===== src/rtl/icoal_pkg.sv =====
package icoal_pkg;
   localparam int unsigned ICO_WORD_W = 32;
   localparam int unsigned ICO_EN_POS = 31;
   localparam int unsigned ICO_THR_LSB = 21;
   localparam int unsigned ICO_TMO_LSB = 0;

   typedef enum logic [1:0] {
      IRQ_HOLD = 2'd0,
      IRQ_SET = 2'd1,
      IRQ_CLR = 2'd2
   } irq_act_e;
endpackage


===== src/rtl/icoal_cfg_reg.sv =====
module icoal_cfg_reg #(
   parameter int unsigned WORD_W = 32,
   parameter int unsigned CNT_W = 8,
   parameter int unsigned TMO_W = 16,
   parameter int unsigned EN_POS = 31,
   parameter int unsigned THR_LSB = 21,
   parameter int unsigned TMO_LSB = 0,
   parameter bit RST_EN = 1'b1,
   parameter int unsigned RST_THR = 16,
   parameter int unsigned RST_TMO = 4
) (
   input logic clk,
   input logic rst_n,
   input logic wr,
   input logic [WORD_W-1:0] wdata,
   output logic en,
   output logic [CNT_W-1:0] thr_eff,
   output logic [TMO_W-1:0] tmo
);
   localparam logic [CNT_W-1:0] THR_ONE = CNT_W'(1);
   logic [CNT_W-1:0] thr_q;

   always_ff @(posedge clk or negedge rst_n) begin
      if (!rst_n) begin
         en <= RST_EN;
         thr_q <= CNT_W'(RST_THR);
         tmo <= TMO_W'(RST_TMO);
      end else if (wr) begin
         en <= wdata[EN_POS];
         thr_q <= wdata[THR_LSB +: CNT_W];
         tmo <= wdata[TMO_LSB +: TMO_W];
      end
   end

   // zero threshold acts as one
   always_comb thr_eff = (thr_q == '0) ? THR_ONE : thr_q;

   p_thr_nonzero_r4: assert property (@(posedge clk) disable iff (!rst_n)
      thr_eff != '0);
   p_write_loads_r2: assert property (@(posedge clk) disable iff (!rst_n)
      wr |=> (en == $past(wdata[EN_POS]) && tmo == $past(wdata[TMO_LSB +: TMO_W])));
endmodule


===== src/rtl/icoal_pend_cnt.sv =====
module icoal_pend_cnt #(
   parameter int unsigned CNT_W = 8
) (
   input logic clk,
   input logic rst_n,
   input logic clear,
   input logic inc,
   output logic [CNT_W-1:0] cnt,
   output logic nz
);
   localparam logic [CNT_W-1:0] CNT_MAX = {CNT_W{1'b1}};

   always_ff @(posedge clk or negedge rst_n) begin
      if (!rst_n) cnt <= '0;
      else if (clear) cnt <= '0;
      else if (inc && cnt != CNT_MAX) cnt <= cnt + 1'b1;
   end

   always_comb nz = (cnt != '0);

   p_no_wrap_r11: assert property (@(posedge clk) disable iff (!rst_n)
      (cnt == CNT_MAX && !clear) |=> cnt == CNT_MAX);
   p_clear_r8: assert property (@(posedge clk) disable iff (!rst_n)
      clear |=> cnt == '0);
endmodule


===== src/rtl/icoal_tmo_timer.sv =====
module icoal_tmo_timer #(
   parameter int unsigned TMO_W = 16,
   parameter int unsigned TICK_DIV = 64
) (
   input logic clk,
   input logic rst_n,
   input logic run,
   input logic clear,
   input logic tick,
   input logic [TMO_W-1:0] tmo,
   output logic hit
);
   logic unit_step;
   logic [TMO_W-1:0] units;

   generate
      if (TICK_DIV == 1) begin : g_direct
         always_comb unit_step = run && tick;
      end else begin : g_prescale
         localparam int unsigned PRE_W = $clog2(TICK_DIV);
         localparam logic [PRE_W-1:0] PRE_LAST = PRE_W'(TICK_DIV - 1);
         logic [PRE_W-1:0] pre;
         always_ff @(posedge clk or negedge rst_n) begin
            if (!rst_n) pre <= '0;
            else if (!run || clear) pre <= '0;
            else if (tick) pre <= pre + 1'b1;
         end
         always_comb unit_step = run && tick && (pre == PRE_LAST);
         p_pre_idle_r5: assert property (@(posedge clk) disable iff (!rst_n)
            !run |=> pre == '0);
      end
   endgenerate

   always_ff @(posedge clk or negedge rst_n) begin
      if (!rst_n) units <= '0;
      else if (!run || clear) units <= '0;
      else if (unit_step) units <= units + 1'b1;
   end

   // zero timeout never hits
   always_comb hit = unit_step && (tmo != '0) && (units == tmo - 1'b1);

   p_units_idle_r5: assert property (@(posedge clk) disable iff (!rst_n)
      !run |=> units == '0);
   p_zero_tmo_r7: assert property (@(posedge clk) disable iff (!rst_n)
      (tmo == '0) |-> !hit);
endmodule


===== src/rtl/irq_coalesce_unit.sv =====
module irq_coalesce_unit #(
   parameter int unsigned CNT_W = 8,
   parameter int unsigned TMO_W = 16,
   parameter int unsigned TICK_DIV = 64,
   parameter bit RST_EN = 1'b1,
   parameter int unsigned RST_THR = 16,
   parameter int unsigned RST_TMO = 4
) (
   input logic clk,
   input logic rst_n,
   input logic cfg_wr,
   input logic [31:0] cfg_wdata,
   input logic frame_done,
   input logic if_tick,
   input logic tick_en,
   input logic irq_ack,
   output logic irq_out
);
   import icoal_pkg::*;

   generate
      if (TICK_DIV == 0 || (TICK_DIV & (TICK_DIV - 1)) != 0) begin : g_bad_div
         $error("TICK_DIV must be a power of two");
      end
      if (ICO_THR_LSB + CNT_W > ICO_EN_POS || ICO_TMO_LSB + TMO_W > ICO_THR_LSB) begin : g_bad_fields
         $error("configuration fields overlap");
      end
   endgenerate

   logic en;
   logic [CNT_W-1:0] thr_eff;
   logic [TMO_W-1:0] tmo;
   logic [CNT_W-1:0] cnt;
   logic cnt_nz;
   logic t_run, t_hit, fire, cnt_clear;
   logic [CNT_W:0] cnt_plus;
   irq_act_e act;

   icoal_cfg_reg #(
      .WORD_W(ICO_WORD_W), .CNT_W(CNT_W), .TMO_W(TMO_W),
      .EN_POS(ICO_EN_POS), .THR_LSB(ICO_THR_LSB), .TMO_LSB(ICO_TMO_LSB),
      .RST_EN(RST_EN), .RST_THR(RST_THR), .RST_TMO(RST_TMO)
   ) i_cfg (
      .clk(clk), .rst_n(rst_n), .wr(cfg_wr), .wdata(cfg_wdata),
      .en(en), .thr_eff(thr_eff), .tmo(tmo)
   );

   icoal_pend_cnt #(.CNT_W(CNT_W)) i_cnt (
      .clk(clk), .rst_n(rst_n), .clear(cnt_clear), .inc(frame_done),
      .cnt(cnt), .nz(cnt_nz)
   );

   icoal_tmo_timer #(.TMO_W(TMO_W), .TICK_DIV(TICK_DIV)) i_tmr (
      .clk(clk), .rst_n(rst_n), .run(t_run), .clear(fire),
      .tick(if_tick && tick_en), .tmo(tmo), .hit(t_hit)
   );

   always_comb begin
      cnt_plus = {1'b0, cnt} + (CNT_W+1)'(frame_done);
      t_run = en && !irq_out && cnt_nz && !cfg_wr;
      fire = en && !irq_out && !cfg_wr &&
             ((cnt_plus >= {1'b0, thr_eff}) || t_hit);
      cnt_clear = fire || cfg_wr || !en;
      act = IRQ_HOLD;
      if (!cfg_wr && ((!en && frame_done) || fire)) act = IRQ_SET;
      else if (irq_ack) act = IRQ_CLR;
   end

   always_ff @(posedge clk or negedge rst_n) begin
      if (!rst_n) irq_out <= 1'b0;
      else begin
         case (act)
            IRQ_SET: irq_out <= 1'b1;
            IRQ_CLR: irq_out <= 1'b0;
            default: irq_out <= irq_out;
         endcase
      end
   end

   p_pass_through_r9: assert property (@(posedge clk) disable iff (!rst_n)
      (!en && frame_done && !cfg_wr) |=> irq_out);
   p_ack_clears_r10: assert property (@(posedge clk) disable iff (!rst_n)
      (irq_out && irq_ack && !frame_done) |=> !irq_out);
   p_rise_clears_r8: assert property (@(posedge clk) disable iff (!rst_n)
      $rose(irq_out) |-> cnt == '0);
   p_thr_fire_r3: assert property (@(posedge clk) disable iff (!rst_n)
      (en && !irq_out && !cfg_wr && frame_done && cnt_plus >= {1'b0, thr_eff}) |=> irq_out);
   p_write_clears_r2: assert property (@(posedge clk) disable iff (!rst_n)
      cfg_wr |=> cnt == '0);
endmodule


===== config.mk =====
export PLATFORM = sky130hd
export DESIGN_NAME = irq_coalesce_unit
export DESIGN_NICKNAME = d
export VERILOG_FILES = /design/src/rtl/icoal_pkg.sv /design/src/rtl/icoal_cfg_reg.sv /design/src/rtl/icoal_pend_cnt.sv /design/src/rtl/icoal_tmo_timer.sv /design/src/rtl/irq_coalesce_unit.sv
export SDC_FILE = /design/constraint.sdc
export NUM_CORES = 1
export LEC_CHECK = 0
export BUFFER_PORTS_ARGS = -buffer_cell sky130_fd_sc_hd__clkbuf_2
export CORE_ASPECT_RATIO = 1.2
export CORE_MARGIN = 5
export CORE_UTILIZATION = 50
export DETAILED_ROUTE_END_ITERATION = 16
export PLACE_DENSITY_LB_ADDON = 0.2
export SLEW_MARGIN = 20
export SYNTH_ARGS = -nofsm -noshare
export SYNTH_HDL_FRONTEND = slang
export SYNTH_SLANG_ARGS = --single-unit

===== constraint.sdc =====
create_clock -name clk -period 4.39 [get_ports clk]
set_input_delay 0.2195 -clock clk [delete_from_list [all_inputs] [get_ports clk]]
set_output_delay 0.2195 -clock clk [all_outputs]
set_load 0.01 [all_outputs]

; After elaboration in Yosys (flattened, before gate mapping)
; Index checks and enable logic that the tools add are counted.
[classes]
n_eq_ne = 5
n_reduce_logical = 29
bitwise = 0
shift = 0
n_addsub = 5
mux = 10
n_lt_le_gt_ge = 1
n_mul = 0
div = 0
[op_table]
columns = cell, n
row1 = $mux W16, 2
row2 = $mux W8, 3
row3 = $add A16 B1 Y16 const B, 1
row4 = $eq A16 B16 Y1, 1
row5 = $reduce_bool A16 Y1, 1
row6 = $sub A16 B1 Y16 const B, 1
row7 = $logic_and A1 B1 Y1, 13
row8 = $mux W6, 2
row9 = $add A8 B1 Y9, 1
row10 = $ge A9 B8 Y1, 1
row11 = $add A8 B1 Y8 const B, 1
row12 = $logic_not A8 Y1, 1
row13 = $ne A8 B8 Y1 const B, 1
row14 = $reduce_bool A2 Y1, 4
row15 = $reduce_bool A8 Y1, 1
row16 = $add A6 B1 Y6 const B, 1
row17 = $eq A6 B6 Y1 const B, 1
row18 = $logic_or A1 B1 Y1, 5
row19 = $logic_not A1 Y1, 4
row20 = $mux W2, 2
row21 = $eq A2 B1 Y1 const B, 1
row22 = $eq A2 B2 Y1 const B, 1
row23 = $pmux W1 S2, 1
[totals]
latchBits = 0
n_memories = 0
ramBits = 0
ff_bits = 56
romBits = 0

; Depth between registers and ports, before layout
[logic_depth]
word_depth = 15
mapped_depth = 12
depth_no_buf = 11

; Cells and area by module
; A second synthesis with hierarchy kept.
[hier_totals]
hier_cells = 354
hier_area_um2 = 3669.8
[modules_own_cells]
columns = mod, area_each_um2, seq_area_each_um2, n_inst, cells_per_inst
row1 = icoal_tmo_timer, 1649.1, 550.5, 1, 185
row2 = icoal_cfg_reg, 1082.3, 629.4, 1, 63
row3 = icoal_pend_cnt, 523.0, 200.2, 1, 53
row4 = irq_coalesce_unit, 415.4, 25.0, 1, 53

; Worst setup path before layout
; Ideal clock, no wire load.
[synth_path]
path_type = reg-to-reg
from = reg i_cnt.cnt[2]
to = reg i_tmr.units[1]
setup_time_ns = 0.073
synth_period_minus_slack_ns = 2.723
path_buffers = 2
slack_ns = 1.667
path_stages_with_launch = 12
t_arrival_ns = 2.650
cell_sequence = dfrtp_1 > clkbuf_1 > and2_1 > nand4_1 > xnor2_1 > ha_1 > a211oi_1 > o211ai_1 > a211oi_1 > nand3_2 > buf_6 > nor2_1
[synth_via]
elab_chain_cells = 11
elab_cells_between_ends = 15
classes_between = 1 x add/sub / 1 x order compare / 1 x mux / 12 x reduce/logical
[synth_lines]
columns = item, line_no
row1 = start: declaration, icoal_pend_cnt.sv:8  ; output logic [CNT_W-1:0] cnt,
row2 = start signal: assignment, icoal_pend_cnt.sv:16  ; else if (inc && cnt != CNT_MAX) cnt <= cnt + 1'b1;
row3 = "parallel branches: the longest is 11 deep, another holds $add A8 B1 Y9", --
row4 = end signal: assignment, icoal_tmo_timer.sv:37  ; else if (unit_step) units <= units + 1'b1;
row5 = end: declaration, icoal_tmo_timer.sv:14  ; logic [TMO_W-1:0] units;
; Several ways; the timed one is not identified.
; A chain may end at the register's enable or synchronous reset.

; Worst setup path after layout
[layout_path]
from = reg i_cnt.cnt[0]
to = reg i_tmr.g_prescale.pre[1]
[layout_via]
elab_chain_cells = 11
elab_cells_between_ends = 15
classes_between = 1 x add/sub / 1 x order compare / 1 x mux / 12 x reduce/logical
[layout_lines]
columns = item, line_no
row1 = "parallel branches: the longest is 9 deep, another holds $add A8 B1 Y9", --
row2 = $logic_or A1 B1 Y1 *, icoal_tmo_timer.sv:25  ; else if (!run || clear) pre <= '0;
row3 = $mux W6 / $reduce_bool A2 Y1 (equally long branches), --
row4 = end signal: assignment, icoal_tmo_timer.sv:26  ; else if (tick) pre <= pre + 1'b1;
row5 = end: declaration, icoal_tmo_timer.sv:22  ; logic [PRE_W-1:0] pre;
; Every way passes the cells marked *.

==> out/qor.yml <==
outcome: "finished, final reports clean"
slew_headroom_pct: 45.52
clk_pin_slew_ns: 0.10
dp_hpwl_microns: 5278
grt_pass1_wl_microns: 12070
via_per_inst: 5.480
syn_area_sq_um: 3426
yosys-top-cells-count: "dfrtp_1, nor2_1, nand2_1, xnor2_1, xor2_1"
synth.most_common_cell: "dfrtp_1"
post_cts_resized: 0
setup_tns_ns: 0
cts.path.max_buffers: 2
cp_data_arrival_time_ns: 3.49
grt_usage_pct: 17.53
cts_setup_buffers: 0
antenna_found_initial: 0
start_kind: "flop"
pre_cts_ws_ns: 1.045
ant_nets: 0
die_x_microns: 85.56
yosys_warnings: 0
cp_max_fo: 22
post-route-min-period_ns: 3.267
synth-edff-count: 0
drv_cap: 0
clockRootBuffer: "clkbuf_8"
cp-end-kind: "flop"
drt-pass1-iter-count: 4
nNetsFinal: 444
rows: 33
ir_worst_vdd_mv: 0.1684
synthTopCellsByArea: "dfrtp_1, xnor2_1, xor2_1"
overflow: 0
wl_met1_microns: 3111
topRoutingLayerUsed: "met4"
initial_core_util_pct: 50.59
grt_start_max_net_pins: 57
area_growth_pct: 9.423
slew_violations: 0
antenna_cells: 0
synth_cells: 363
clk_latency_ns: 0.31
synth_top_cell_by_area: "dfrtp_1"
crit_required_ns: 4.62
setup_viol: 0
leakage_uw: 0.001606
drive_above_1_share_pct: 16.92
numClockSinks: 56
ys_seq_elements: 56
dieArea_sq_um: 8614
drtIter0Drc: 103
routed_wl_microns: 7052
gp_congestion: 0.8227
wl_met3_microns: 202
stdcell_count: 477
dp.cells: 469
post_drt_wl_per_cell_microns: 14.78
synthFlopType: "dfrtp_1"
fin_worst_skew_ns: 0.006498
port_buffers: 32
htreeDepth: 2
async_flop_share_pct: 100.0
post-route-drc-count: 0
period_share_pct: 74.43
cts_tree: "built"
min_path_type: "in -> async"
worst_slack_ns: 1.123
worst_pin_slew_ns: 0.8105
clock.fmax_ghz: 0.3061
syn_avg_cell_area_sq_um: 9.437
syn_nets: 418
postCtsHoldBufs: 0
crit_type: "reg -> reg"
num_vias: 2614
netlist.area_leader.share_pct: 38.71
coreArea_sq_um: 6771
wl_met2_microns: 3611
cellPowerDensity_nw_per_um2: 279.0
hold_violations: 0
pin_count: 40
ys_types: 53
seq_area_frac_synth_pct: 41.02
rsz0062_at_grt: "no"
die_h_microns: 100.7
cts_buffers: 5
grt_pass1_vias: 2633
==> cell type report <==
class	instances	area, sq um
inverter	18	67.56
clock buffer	6	72.57
sequential	56	1405
multi-input combinational	273	1877
fill	649	3023
tap	87	108.9
clock inverter	2	35.03
timing repair buffer	35	182.7
==> cell families after synthesis <==
logic type,Yosys count,synth area share (%)
buffers and inverters,34,4.200
multiplexers,15,4.894
XOR/XNOR,51,13.04
adder cells (fa/ha/maj),16,5.844
flip-flops,56,41.02
AND/OR/NAND/NOR,145,21.51
AO/OA/AOI/OAI,46,9.496
==> worst paths after layout <==
kind | from | endpoint | slack [ns] | cells after the start
max in group asynchronous | rst_n | i_tmr.units[0]$_DFFE_PN0P_ | 3.86 | 2
worst max-delay path | i_cnt.cnt[0]$_DFFE_PN0P_ | i_tmr.g_prescale.pre[1]$_DFFE_PN0P_ | 1.12 | 11
worst max register to register | i_cnt.cnt[0]$_DFFE_PN0P_ | i_tmr.g_prescale.pre[1]$_DFFE_PN0P_ | 1.12 | 11
min in group clk | cfg_wdata[31] | i_cfg.en$_DFFE_PN1P_ | 0.08 | 3
worst min register to register | i_cfg.thr_q[0]$_DFFE_PN0P_ | i_cfg.thr_q[0]$_DFFE_PN0P_ | 0.54 | 1
worst min-delay path | rst_n | i_cfg.tmo[14]$_DFFE_PN0P_ | 0.03 | 2
==> per-layer routing <==
layer | GRT usage [%] | vias up
li1 | - | 1310
met5 | 0 | -
met3 | 2.535 | 11
met4 | 5.968 | 0
met2 | 32.24 | 37
met1 | 20.75 | 1256
==> through the flow <==
| stage | util [%] | hold WS (ns) | area [sq um] | total power, uW |
|---|---|---|---|---|
| 2_1_floorplan | - | -0.07609 | 3426 | 668.0 |
| 3_3_place_gp | 53.77 | 0.4031 | 3641 | 716.0 |
| 3_5_place_dp | 53.77 | 0.4105 | 3641 | 720.8 |
| 4_1_cts | 55.36 | 0.06685 | 3749 | 1060 |
| 5_1_grt | 55.36 | 0.1119 | 3749 | 1104 |
| 6_report | 55.36 | 0.03023 | 3749 | 1046 |
==> placed cells by master (no fill, tap or decap), drive strengths merged, types with 6 or more instances in the layout <==
cell	netlist	final
dfrtp	53	53
clkbuf	12	38
nor2	35	35
nand2	33	33
xnor2	26	26
xor2	25	25
nor3	19	19
o21ai	19	19
inv	18	18
ha	16	16
mux2	14	14
nand3	13	13
nand4	10	10
nand2b	6	6
and3	6	6
==> critical path: stages, from the launching register on <==
cell      delay, ns
dfrtp_1        0.41
ha_1           0.24
ha_1           0.23
nand2_1        0.12
nor2_1         0.06
xor2_1         0.14
ha_1           0.21
a211oi_1       0.25
o211ai_1       0.14
a211oi_1       0.58
nand3_2        0.53
a21oi_1        0.26
==> registers in the layout, summed over array words and instances, names as in the netlist <==
| name | flops |
|---|---|
| i_cfg.en | 1 |
| i_cfg.thr_q | 8 |
| i_cfg.tmo | 16 |
| i_cnt.cnt | 8 |
| i_tmr.g_prescale.pre | 6 |
| i_tmr.units | 16 |
| irq_out | 1 |
==> power breakdown <==
part | total [uW] | internal (uW) | switching [uW] | leakage, uW
clock | 337 | 170 | 167 | 0.0000552
sequential | 572 | 541 | 30.8 | 0.000724
combinational | 137 | 64.6 | 72.2 | 0.000827
Note: power is estimated with default switching activity, not from simulation.
